--- src/rtl/pcm_audio_tx_pkg.sv ---
package pcm_audio_tx_pkg;

    typedef enum logic [1:0] {
        ST_IDLE  = 2'd0,
        ST_LEFT  = 2'd1,
        ST_RIGHT = 2'd2
    } tx_state_e;

    // Pairs per frame; the reserved code behaves as a single pair.
    function automatic logic [1:0] pairs_from_code(input logic [1:0] code);
        unique case (code)
            2'b01:   return 2'd2;
            2'b10:   return 2'd3;
            default: return 2'd1;
        endcase
    endfunction

    // Effective sample width, limited to 16..24.
    function automatic logic [4:0] clamp_width(input logic [4:0] req);
        if (req <= 5'd16)      return 5'd16;
        else if (req >= 5'd24) return 5'd24;
        else                   return req;
    endfunction

endpackage

--- src/rtl/pcm_tx_bitclk.sv ---
module pcm_tx_bitclk #(
    parameter int HALF = 2
) (
    input  logic clk,
    input  logic rst_n,
    input  logic en,
    output logic bclk,
    output logic fall_evt
);
    localparam int CW = (HALF > 1) ? $clog2(HALF) : 1;

    logic [CW-1:0] cnt;
    logic          tick;

    assign tick     = (cnt == CW'(HALF - 1));
    assign fall_evt = en & tick & bclk;

    always_ff @(posedge clk) begin
        if (!rst_n || !en) begin
            cnt  <= '0;
            bclk <= 1'b0;
        end else if (tick) begin
            cnt  <= '0;
            bclk <= ~bclk;
        end else begin
            cnt  <= cnt + CW'(1);
        end
    end


    bclk_idle_chk: assert property (@(posedge clk) disable iff (!rst_n)
        !en |=> !bclk);

endmodule

--- src/rtl/pcm_tx_fifo.sv ---
module pcm_tx_fifo #(
    parameter int DW    = 32,
    parameter int DEPTH = 8
) (
    input  logic          clk,
    input  logic          rst_n,
    input  logic          push,
    input  logic [DW-1:0] push_data,
    input  logic          pop,
    output logic [DW-1:0] head,
    output logic          empty,
    output logic          full,
    output logic          overflow
);
    localparam int AW = (DEPTH > 1) ? $clog2(DEPTH) : 1;
    localparam int CW = $clog2(DEPTH + 1);

    logic [DW-1:0] mem [DEPTH];
    logic [AW-1:0] wp, rp;
    logic [CW-1:0] cnt;
    logic          do_push, do_pop;

    assign empty    = (cnt == '0);
    assign full     = (cnt == CW'(DEPTH));
    assign do_push  = push & ~full;
    assign do_pop   = pop & ~empty;
    assign overflow = push & full;
    assign head     = mem[rp];

    always_ff @(posedge clk) begin
        if (do_push) mem[wp] <= push_data;
    end

    always_ff @(posedge clk) begin
        if (!rst_n) begin
            wp  <= '0;
            rp  <= '0;
            cnt <= '0;
        end else begin
            if (do_push) wp <= (wp == AW'(DEPTH - 1)) ? '0 : wp + AW'(1);
            if (do_pop)  rp <= (rp == AW'(DEPTH - 1)) ? '0 : rp + AW'(1);
            cnt <= cnt + CW'(do_push) - CW'(do_pop);
        end
    end


    fifo_bound_chk: assert property (@(posedge clk) disable iff (!rst_n)
        cnt <= CW'(DEPTH));

    fifo_drop_chk: assert property (@(posedge clk) disable iff (!rst_n)
        (push && full && !pop) |=> full);

    fifo_dry_pop_chk: assert property (@(posedge clk) disable iff (!rst_n)
        (pop && empty && !push) |=> empty);

endmodule

--- src/rtl/pcm_tx_serial.sv ---
module pcm_tx_serial
    import pcm_audio_tx_pkg::*;
#(
    parameter int SLOT_BITS = 32
) (
    input  logic        clk,
    input  logic        rst_n,
    input  logic        en,
    input  logic        fall_evt,
    input  logic [1:0]  chan_sel,
    input  logic        pulse_mode,
    input  logic        lsb_first,
    input  logic        data_delay,
    input  logic [4:0]  samp_bits,
    input  logic [31:0] head,
    input  logic        empty,
    output logic        pop,
    output logic        underflow,
    output logic        sdata,
    output logic        wclk,
    output logic [1:0]  chan_pair
);
    localparam int PW   = $clog2(SLOT_BITS);
    localparam int IW   = PW + 1;
    localparam int CURW = 1 << IW;

    tx_state_e       state, st_n;
    logic [PW-1:0]   bitpos, pos_n;
    logic [1:0]      pair, pair_n, npairs;
    logic [CURW-1:0] cur, cur_n;
    logic [15:0]     hold, hold_n;
    logic [4:0]      wid;
    logic            packed_md, slot_end, need, to_right_pk;
    logic [31:0]     word;

    assign npairs    = pairs_from_code(chan_sel);
    assign wid       = clamp_width(samp_bits);
    assign packed_md = (wid == 5'd16);
    assign slot_end  = (bitpos == PW'(SLOT_BITS - 1));
    assign word      = empty ? 32'd0 : head;
    assign pop       = need & ~empty;
    assign underflow = need & empty;

    // State register
    always_ff @(posedge clk) begin
        if (!rst_n) begin
            state  <= ST_IDLE;
            bitpos <= '0;
            pair   <= '0;
            cur    <= '0;
            hold   <= '0;
        end else begin
            state  <= st_n;
            bitpos <= pos_n;
            pair   <= pair_n;
            cur    <= cur_n;
            hold   <= hold_n;
        end
    end

    // Next state and sample fetch
    always_comb begin
        st_n        = state;
        pos_n       = bitpos;
        pair_n      = pair;
        need        = 1'b0;
        to_right_pk = 1'b0;
        unique case (state)
            ST_IDLE: begin
                if (fall_evt) begin
                    st_n   = ST_LEFT;
                    pos_n  = '0;
                    pair_n = '0;
                    need   = 1'b1;
                end
            end
            ST_LEFT: begin
                if (fall_evt) begin
                    if (slot_end) begin
                        st_n        = ST_RIGHT;
                        pos_n       = '0;
                        need        = ~packed_md;
                        to_right_pk = packed_md;
                    end else begin
                        pos_n = bitpos + PW'(1);
                    end
                end
            end
            ST_RIGHT: begin
                if (fall_evt) begin
                    if (slot_end) begin
                        st_n   = ST_LEFT;
                        pos_n  = '0;
                        pair_n = (pair >= npairs - 2'd1) ? 2'd0 : pair + 2'd1;
                        need   = 1'b1;
                    end else begin
                        pos_n = bitpos + PW'(1);
                    end
                end
            end
            default: st_n = ST_IDLE;
        endcase
        if (!en) begin
            st_n        = ST_IDLE;
            pos_n       = '0;
            pair_n      = '0;
            need        = 1'b0;
            to_right_pk = 1'b0;
        end

        cur_n  = cur;
        hold_n = hold;
        if (need) begin
            if (packed_md) begin
                cur_n  = CURW'(word[31:16]);
                hold_n = word[15:0];
            end else begin
                cur_n  = CURW'(word[23:0]);
            end
        end else if (to_right_pk) begin
            cur_n = CURW'(hold);
        end
    end

    // Outputs
    logic [IW-1:0] pos_w, idx_w, wid_w, sel_w;
    logic          in_rng;

    always_comb begin
        pos_w  = IW'(bitpos);
        idx_w  = pos_w - IW'(data_delay);
        wid_w  = IW'(wid);
        in_rng = (state != ST_IDLE) && (pos_w >= IW'(data_delay)) && (idx_w < wid_w);
        sel_w  = lsb_first ? idx_w : (wid_w - IW'(1) - idx_w);
        sdata  = in_rng ? cur[sel_w] : 1'b0;
        if (pulse_mode) wclk = (state == ST_LEFT) && (bitpos == '0);
        else            wclk = (state == ST_RIGHT);
        chan_pair = pair;
    end


    line_still_chk: assert property (@(posedge clk) disable iff (!rst_n)
        (en && !fall_evt) |=> ($stable(sdata) && $stable(wclk) && $stable(chan_pair)));

    pulse_width_chk: assert property (@(posedge clk) disable iff (!rst_n)
        (en && pulse_mode && wclk && fall_evt) |=> !wclk);

    pair_range_chk: assert property (@(posedge clk) disable iff (!rst_n)
        (state != ST_IDLE) |-> (chan_pair < npairs));

    underflow_zero_chk: assert property (@(posedge clk) disable iff (!rst_n)
        underflow |=> (cur == '0));

endmodule

--- src/rtl/pcm_audio_tx.sv ---
module pcm_audio_tx #(
    parameter int BCLK_HALF  = 2,
    parameter int SLOT_BITS  = 32,
    parameter int FIFO_DEPTH = 8
) (
    input  logic        clk,
    input  logic        rst_n,
    input  logic        enable,
    input  logic [1:0]  chan_sel,
    input  logic        pulse_mode,
    input  logic        lsb_first,
    input  logic        data_delay,
    input  logic [4:0]  samp_bits,
    input  logic        svc_irq_en,
    input  logic        err_irq_en,
    input  logic        err_clr,
    input  logic        wr_en,
    input  logic [31:0] wr_data,
    output logic        bclk,
    output logic        wclk,
    output logic        sdata,
    output logic [1:0]  chan_pair,
    output logic        svc_irq,
    output logic        err_irq
);
    logic        fall_evt, pop, underflow, overflow, empty, full, err_flag;
    logic [31:0] head;

    pcm_tx_bitclk #(.HALF(BCLK_HALF)) u_bitclk (
        .clk      (clk),
        .rst_n    (rst_n),
        .en       (enable),
        .bclk     (bclk),
        .fall_evt (fall_evt)
    );

    pcm_tx_fifo #(.DW(32), .DEPTH(FIFO_DEPTH)) u_fifo (
        .clk       (clk),
        .rst_n     (rst_n),
        .push      (wr_en),
        .push_data (wr_data),
        .pop       (pop),
        .head      (head),
        .empty     (empty),
        .full      (full),
        .overflow  (overflow)
    );

    pcm_tx_serial #(.SLOT_BITS(SLOT_BITS)) u_serial (
        .clk        (clk),
        .rst_n      (rst_n),
        .en         (enable),
        .fall_evt   (fall_evt),
        .chan_sel   (chan_sel),
        .pulse_mode (pulse_mode),
        .lsb_first  (lsb_first),
        .data_delay (data_delay),
        .samp_bits  (samp_bits),
        .head       (head),
        .empty      (empty),
        .pop        (pop),
        .underflow  (underflow),
        .sdata      (sdata),
        .wclk       (wclk),
        .chan_pair  (chan_pair)
    );

    always_ff @(posedge clk) begin
        if (!rst_n)                     err_flag <= 1'b0;
        else if (overflow || underflow) err_flag <= 1'b1;
        else if (err_clr)               err_flag <= 1'b0;
    end

    assign svc_irq = svc_irq_en & ~full;
    assign err_irq = err_irq_en & err_flag;


    err_clear_chk: assert property (@(posedge clk) disable iff (!rst_n)
        (err_clr && !overflow && !underflow) |=> !err_irq);

    err_sticky_chk: assert property (@(posedge clk) disable iff (!rst_n)
        (err_irq_en && (overflow || underflow)) |=> (err_irq || !err_irq_en));

endmodule

--- config.mk ---
export PLATFORM = sky130hd
export DESIGN_NAME = pcm_audio_tx
export DESIGN_NICKNAME = d
export VERILOG_FILES = /design/src/rtl/pcm_audio_tx_pkg.sv /design/src/rtl/pcm_tx_bitclk.sv /design/src/rtl/pcm_tx_fifo.sv /design/src/rtl/pcm_tx_serial.sv /design/src/rtl/pcm_audio_tx.sv
export SDC_FILE = /design/constraint.sdc
export NUM_CORES = 1
export LEC_CHECK = 0
export BUFFER_PORTS_ARGS = -buffer_cell sky130_fd_sc_hd__clkbuf_2
export CAP_MARGIN = 0
export CORE_ASPECT_RATIO = 1.2
export CORE_UTILIZATION = 60
export CTS_CLUSTER_SIZE = 14
export DETAILED_ROUTE_END_ITERATION = 6
export GPL_TIMING_DRIVEN = 0
export PLACE_DENSITY = 0.78
export SKIP_LAST_GASP = 1
export SYNTH_ARGS = -nofsm -noshare
export SYNTH_HDL_FRONTEND = slang
export SYNTH_HIERARCHICAL = 1
export SYNTH_SLANG_ARGS = --single-unit
--- constraint.sdc ---
create_clock -name clk -period 7 [get_ports clk]
set_input_delay 2.1 -clock clk [delete_from_list [all_inputs] [get_ports clk]]
set_output_delay 2.1 -clock clk [all_outputs]
set_load 0.005 [all_outputs]
==> results of run 1 <==
==> logic make-up (layout without fill, tap and decap cells) <==
logic type / after synthesis / count (layout) / share of synthesized area
AO/OA/AOI/OAI: 92 / 92 / 0.05292
XOR/XNOR: 10 / 10 / 0.006332
flip-flops: 321 / 321 / 0.6498
buffers and inverters: 67 / 202 / 0.02876
adder cells (fa/ha/maj): 33 / 33 / 0.03094
AND/OR/NAND/NOR: 154 / 154 / 0.05536
other: 2 / 2 / 0.0005429
multiplexers: 135 / 135 / 0.1753
==> registers in the layout, summed over array words and instances (netlist names), named ones only <==
register / count
u_serial/bitpos: 5
u_serial/chan_pair: 2
err_flag: 1
u_fifo/mem: 256
u_fifo/rp: 3
u_serial/state: 2
u_bitclk/cnt: 1
u_serial/cur: 24
u_fifo/cnt: 4
u_serial/hold: 16
u_bitclk/bclk: 1
u_fifo/wp: 3
==> cell type report <==
type	instances	area (um^2)
timing repair buffer	79	555.5
clock buffer	49	893.4
sequential	321	8989
fill	1419	6696
multi-input combinational	426	4551
inverter	24	90.09
buffer	43	307.8
clock inverter	7	90.09
tap	279	349.1
==> metal layers <==
layer | wire [um] | GRT usage | vias to the layer above
met1 | 11390 | 0.3158 | 3837
met4 | 575 | 0.06853 | 0
li1 | - | - | 3451
met5 | 0 | 0 | -
met2 | 14510 | 0.4272 | 232
met3 | 1318 | 0.03043 | 44
==> synth_stat cells, types with 6 or more instances <==
master and number:
mux2_4 12, nor2_1 21, clkbuf_1 16, ha_1 31
nand2_1 58, inv_1 22, buf_6 10, nand3_1 19
buf_2 9, o21ai_0 8, edfxtp_1 256, dfxtp_1 65
nand2b_1 7, a21boi_0 12, xnor2_1 6, mux2i_1 30
a22oi_1 9, mux2_2 24, o311ai_0 15, nor3_1 7
mux4_2 36, nor2b_1 17, a21oi_1 7, o211a_1 16
mux4_1 32
==> repair_timing <==
| item | in CTS | in global routing |
|---|---|---|
| gates resized for setup | 1 | 10 |
| setup buffers | 1 | 3 |
| endpoints found under the setup margin | 1 | 1 |
| pin swaps | 0 | 6 |
==> how the worst min path moves through the flow <==
stage / from / end / slack [ps] / depth (start not counted)
final: u_bitclk/cnt$_SDFF_PP0_ / u_bitclk/cnt$_SDFF_PP0_ / 450 / 1
after global routing: u_serial/hold[5]$_SDFFE_PN0P_ / u_serial/hold[5]$_SDFFE_PN0P_ / 470 / 2
after CTS: u_serial/hold[7]$_SDFFE_PN0P_ / u_serial/hold[7]$_SDFFE_PN0P_ / 450 / 2
after detailed placement: u_bitclk/cnt$_SDFF_PP0_ / u_bitclk/cnt$_SDFF_PP0_ / 440 / 1
after global placement: u_bitclk/cnt$_SDFF_PP0_ / u_bitclk/cnt$_SDFF_PP0_ / 430 / 1
after floorplan: u_bitclk/cnt$_SDFF_PP0_ / u_bitclk/cnt$_SDFF_PP0_ / 420 / 1
==> power groups by stage <==
stage / registers (mW) / logic [mW] / clock network (mW)
CTS: 2.18 / 0.399 / 1.63
finish: 2.18 / 0.401 / 1.60
global placement: 2.22 / 0.358 / 0
floorplan: 2.21 / 0.240 / 0
global route: 2.18 / 0.432 / 1.71
detailed placement: 2.22 / 0.395 / 0
==> results.sh, run 1 <==
export IMPL_startpoint="samp_bits[4]"
export IMPL_synth_area_leader_cell="edfxtp_1"
export IMPL_hold_slack_ps=447.3
export IMPL_hold_viol=0
export IMPL_combPwrFrac=0.096
export IMPL_cp_max_fo=4
export IMPL_avgSynthCellArea_um2=16.99
export IMPL_io_buffers=54
export IMPL_crit_path_end_kind="output pin"
export IMPL_critPathMaxStageDelay_ps=530
export IMPL_numCtsBuffers=30
export IMPL_cts_root_buf="clkbuf_16"
export IMPL_fin_cells=1228
export IMPL_vias=7564
export IMPL_ys_seq_area_frac=0.6498
export IMPL_fin_area_um2=15830
export IMPL_synth_seq_cells=321
export IMPL_layout_common_cells="256 x edfxtp_1, 65 x dfxtp_1, 58 x nand2_1, 54 x clkbuf_2, 36 x mux4_2"
export IMPL_ys_top_cells_by_area="edfxtp_1 56%, dfxtp_1 9.4%, mux4_1 6.1%, mux4_2 5.9%, ha_1 2.8%"
export IMPL_critical_path_arrival_ps=4750
export IMPL_clk_pin_slew_ps=60
export IMPL_final_min_clock_period_ps=6848
export IMPL_tightest_slew_ps=894.4
export IMPL_critical_path_cell_chain="clkbuf_2 -> nor2b_1 -> and2_1 -> ha_2 -> fa_1 -> nor2_1 -> a21oi_4 -> buf_4 -> mux4_1 -> mux2_2 -> nor4bb_2 -> a211o_1 -> clkbuf_2"
export IMPL_rows=60
export IMPL_hpwlAfterDp_um=18830
export IMPL_p_clk_frac=0.383
export IMPL_cts_tree="built"
export IMPL_die_area_um2=23670
export IMPL_swShare=0.2199
export IMPL_routedWlPerCell_um=22.63
export IMPL_syn_cell_area_um2=13830
export IMPL_final_layout_size_suffix_gt1_frac=0.2603
export IMPL_synth_cell_types=64
export IMPL_syn_nets=896
export IMPL_drc=0
export IMPL_mostFrequentLayoutCell="edfxtp_1"
export IMPL_switchingPower_mw=0.9185
export IMPL_reg2regPathDepth=18
export IMPL_cts_sinks=321
export IMPL_gp_congestion=0.8436
export IMPL_p_leak_nw=5.643
export IMPL_ir_drop_mv=0.2134
export IMPL_nNetsFinal=1007
export IMPL_timing_rr_start="u_serial/bitpos[1]$_SDFFE_PN0P_"
export IMPL_p_int_mw=3.258
export IMPL_grt_max_degree=26
export IMPL_placed_cells=1169
export IMPL_grt_setup_unrepaired="false"
export IMPL_ant_nets=0
export IMPL_coreArea_um2=22520
export IMPL_fp_dieH_um=168.3
export IMPL_fin_util=0.7027
export IMPL_cap_viol_max_count=0
export IMPL_grt_first_pass_wirelength_um=42950
export IMPL_cpMostUsedCell="clkbuf_2"
export IMPL_placed_area_um2=14760
export IMPL_finalCritPeriodShare=0.9784
export IMPL_drt_iter0_drc=562
export IMPL_slowest_stage="fa_1"
export IMPL_first_global_vias=7686
export IMPL_p_seq_frac=0.521
export IMPL_clk_latency_ps=550
export IMPL_syn_inst=814
export IMPL_synth_flop_cell="edfxtp_1"
export IMPL_preCtsSetupSlack_ps=-142.6
export IMPL_cellPowerDensity_nw_per_um2=263.9
export IMPL_crit_type="input port to output pin"
export IMPL_required_ps=4900
export IMPL_die_w_um=140.6
export IMPL_routed_wl_um=27790
export IMPL_io_pins=56
export IMPL_grt_use_total=0.2417
export IMPL_hp_class="flop to flop"
export IMPL_clockBufferDepth=3
export IMPL_start_util=0.6142
export IMPL_fin_ws_ps=151.5
export IMPL_start_kind="input port"
export IMPL_drt_first_pass_iters=5
export IMPL_diodes=0
export IMPL_slew_headroom=0.3992
export IMPL_postCtsHoldBufs=0
export IMPL_r2r_slack_ps=3080
export IMPL_async_reset_ff_frac=0
export IMPL_antenna_found_initial=0
export IMPL_yosysTopAreaCellShare=0.5558
export IMPL_synth_edff_count=256
export IMPL_routed_via_density=6.160
export IMPL_critical_path_buf_inv_count=3
export IMPL_grt_ovfl_total=0
export IMPL_area_growth_pct=14.41
export IMPL_setup_tns_ps=0
export IMPL_totalPowerFinal_mw=4.177
export IMPL_yosysWarnings=6
export IMPL_drv_slew=0
export IMPL_fin_worst_skew_ps=23.12
export IMPL_setup_viol=0
export IMPL_r2r_end="u_fifo/cnt[2]$_SDFF_PN0_"
export IMPL_fmax_ghz=0.1460
export IMPL_path_delay_family="adder cells"
export IMPL_cp_num_cells=13
export IMPL_outcome="finished, final reports clean"
export IMPL_htreeDepth=1
export IMPL_cp_endpoint="sdata"
No activity file was read; power rests on OpenSTA's default activity.
==> run 2: changes to the inputs <==
--- a/config.mk
+++ b/config.mk
@@ -8,11 +8,11 @@
 export BUFFER_PORTS_ARGS = -buffer_cell sky130_fd_sc_hd__clkbuf_2
 export CAP_MARGIN = 0
 export CORE_ASPECT_RATIO = 1.2
-export CORE_UTILIZATION = 60
+export CORE_UTILIZATION = 62
 export CTS_CLUSTER_SIZE = 14
 export DETAILED_ROUTE_END_ITERATION = 6
 export GPL_TIMING_DRIVEN = 0
-export PLACE_DENSITY = 0.78
+export PLACE_DENSITY = 0.8
 export SKIP_LAST_GASP = 1
 export SYNTH_ARGS = -nofsm -noshare
 export SYNTH_HDL_FRONTEND = slang
==> run 2 against run 1 <==
The flow now finishes with violations (DRC). Non-clock buffer count is the same. Critical path depth shrank 1. Flip-flop and latch count is the same. Sequential power is essentially flat. Largest power group unchanged.
==> results.sh, run 2 (synthesis gave the netlist of run 1 again) <==
export IMPL_placed_area_um2=14740
export IMPL_drt_iter0_drc=581
export IMPL_setup_viol=0
export IMPL_routed_wl_um=28290
export IMPL_start_kind="input port"
export IMPL_largest_reg_flops=256
export IMPL_io_buffers=54
export IMPL_postCtsHoldBufs=0
export IMPL_top_regs="u_fifo/mem x256, u_serial/cur x24, u_serial/hold x16"
export IMPL_drc=8
export IMPL_cp_max_fo=4
export IMPL_regMostFlops="u_fifo/mem"
export IMPL_slew_headroom=0.3925
export IMPL_diodes=0
export IMPL_drt_first_pass_iters=7
export IMPL_htreeDepth=1
export IMPL_clk_latency_ps=540
export IMPL_cap_viol_max_count=0
export IMPL_numCtsBuffers=30
export IMPL_critical_path_arrival_ps=4770
export IMPL_first_global_vias=7818
export IMPL_layout_common_cells="256 x edfxtp_1, 65 x dfxtp_1, 58 x nand2_1, 54 x clkbuf_2, 37 x mux4_2"
export IMPL_fp_dieH_um=165.6
export IMPL_coreArea_um2=21780
export IMPL_rows=59
export IMPL_outcome="finished, violations left"
export IMPL_nNetsFinal=1007
export IMPL_vias=7565
export IMPL_fmax_ghz=0.1455
export IMPL_grt_setup_unrepaired="false"
export IMPL_cts_root_buf="clkbuf_16"
export IMPL_reg2regPathDepth=18
export IMPL_die_w_um=138.4
export IMPL_grt_use_total=0.2530
export IMPL_hpwlAfterDp_um=19350
export IMPL_start_util=0.6352
export IMPL_finalCritPeriodShare=0.9820
export IMPL_grt_max_degree=25
export IMPL_gp_congestion=0.8254
export IMPL_preCtsSetupSlack_ps=-230.2
export IMPL_cellPowerDensity_nw_per_um2=262.1
export IMPL_hold_path_cell_count=2
export IMPL_grt_first_pass_wirelength_um=43570
export IMPL_crit_path_end_kind="output pin"
export IMPL_die_area_um2=22910
export IMPL_hp_class="flop to flop"
export IMPL_antenna_found_initial=0
export IMPL_cts_tree="built"
export IMPL_routedWlPerCell_um=23.13
export IMPL_violations="DRC"
export IMPL_p_leak_nw=5.613
export IMPL_grt_ovfl_total=0
export IMPL_final_min_clock_period_ps=6874
export IMPL_routed_via_density=6.186
export IMPL_clk_pin_slew_ps=60
export IMPL_tightest_slew_ps=906.4
export IMPL_mostFrequentLayoutCell="edfxtp_1"
export IMPL_drv_slew=0
export IMPL_crit_type="input port to output pin"
export IMPL_final_layout_size_suffix_gt1_frac=0.2540
export IMPL_hold_viol=0
export IMPL_cts_sinks=321
export IMPL_ant_nets=0
export IMPL_fin_worst_skew_ps=8.065
export IMPL_clockBufferDepth=3
export IMPL_fin_area_um2=15710
export IMPL_fin_ws_ps=125.9
export IMPL_io_pins=56
export IMPL_ir_drop_mv=0.2523
export IMPL_required_ps=4900
export IMPL_area_growth_pct=13.59
[run 2: changes by cell type in the layout (fill, tap and decap cells not counted), moves of 2 or more]
cell	previous run	this run
ha_1	27	30
clkbuf_8	8	3
clkinv_2	3	6
ha_4	2	0
clkinv_1	1	9
clkbuf_1	29	23
[run 2: final timing paths]
check | start | end | slack [ps]
setup / recovery | data_delay | sdata | 130
hold / removal | u_serial/hold[6]$_SDFFE_PN0P_ | u_serial/hold[6]$_SDFFE_PN0P_ | 450
setup reg to reg | u_serial/bitpos[1]$_SDFFE_PN0P_ | u_fifo/cnt[2]$_SDFF_PN0_ | 3070
hold reg to reg | u_serial/hold[6]$_SDFFE_PN0P_ | u_serial/hold[6]$_SDFFE_PN0P_ | 450
[run 2: timing repair]
item	CTS	global route
pin swaps	0	2
gates cloned	0	0
gates resized for setup	2	3
buffers inserted	2	1
setup endpoints to repair	1	1
[run 2: cell type report]
class | instances | area (um^2)
sequential | 321 | 8989
fill | 1301 | 6066
multi-input combinational | 426 | 4507
clock buffer | 38 | 802.0
timing repair buffer | 79 | 540.5
tap | 274 | 342.8
buffer | 43 | 307.8
clock inverter | 18 | 132.6
inverter | 24 | 90.09
[run 2: critical path, cell delays in order]
cell      delay, ps
clkbuf_2         80
ha_2            320
ha_1            250
fa_1            550
nor2_1           70
a21oi_4         190
buf_4           180
mux4_1          280
mux2_2          270
nor4bb_1        120
a211o_1         240
clkbuf_2        110
[run 2: per-layer routing]
layer	GRT usage	share of wire	vias to the layer above
met3	0.04481	0.067	68
li1	-	-	3453
met1	0.3147	0.39	3763
met4	0.09868	0.033	0
met5	0	0	-
met2	0.4427	0.51	281
[run 2: stage by stage]
step | utilization | instances | power, mW | TNS, ps | hold slack, ps
after floorplan | - | 814 | 2.452 | 0 | 421.7
after detailed placement | 0.6769 | 1164 | 2.616 | -230.2 | 441.9
after global routing | 0.7215 | 1223 | 4.250 | 0 | 463.0
after CTS | 0.7210 | 1222 | 4.138 | 0 | 450.3
final | 0.7215 | 1223 | 4.118 | 0 | 451.3
after global placement | 0.6633 | 1142 | 2.582 | -104540 | 435.8
[run 2: report_power, final]
part | total, mW | internal, mW | switching [mW] | leakage (nW)
registers | 2.18 | 2.15 | 0.0269 | 2.85
logic | 0.411 | 0.168 | 0.244 | 2.31
clock network | 1.53 | 0.879 | 0.651 | 0.455
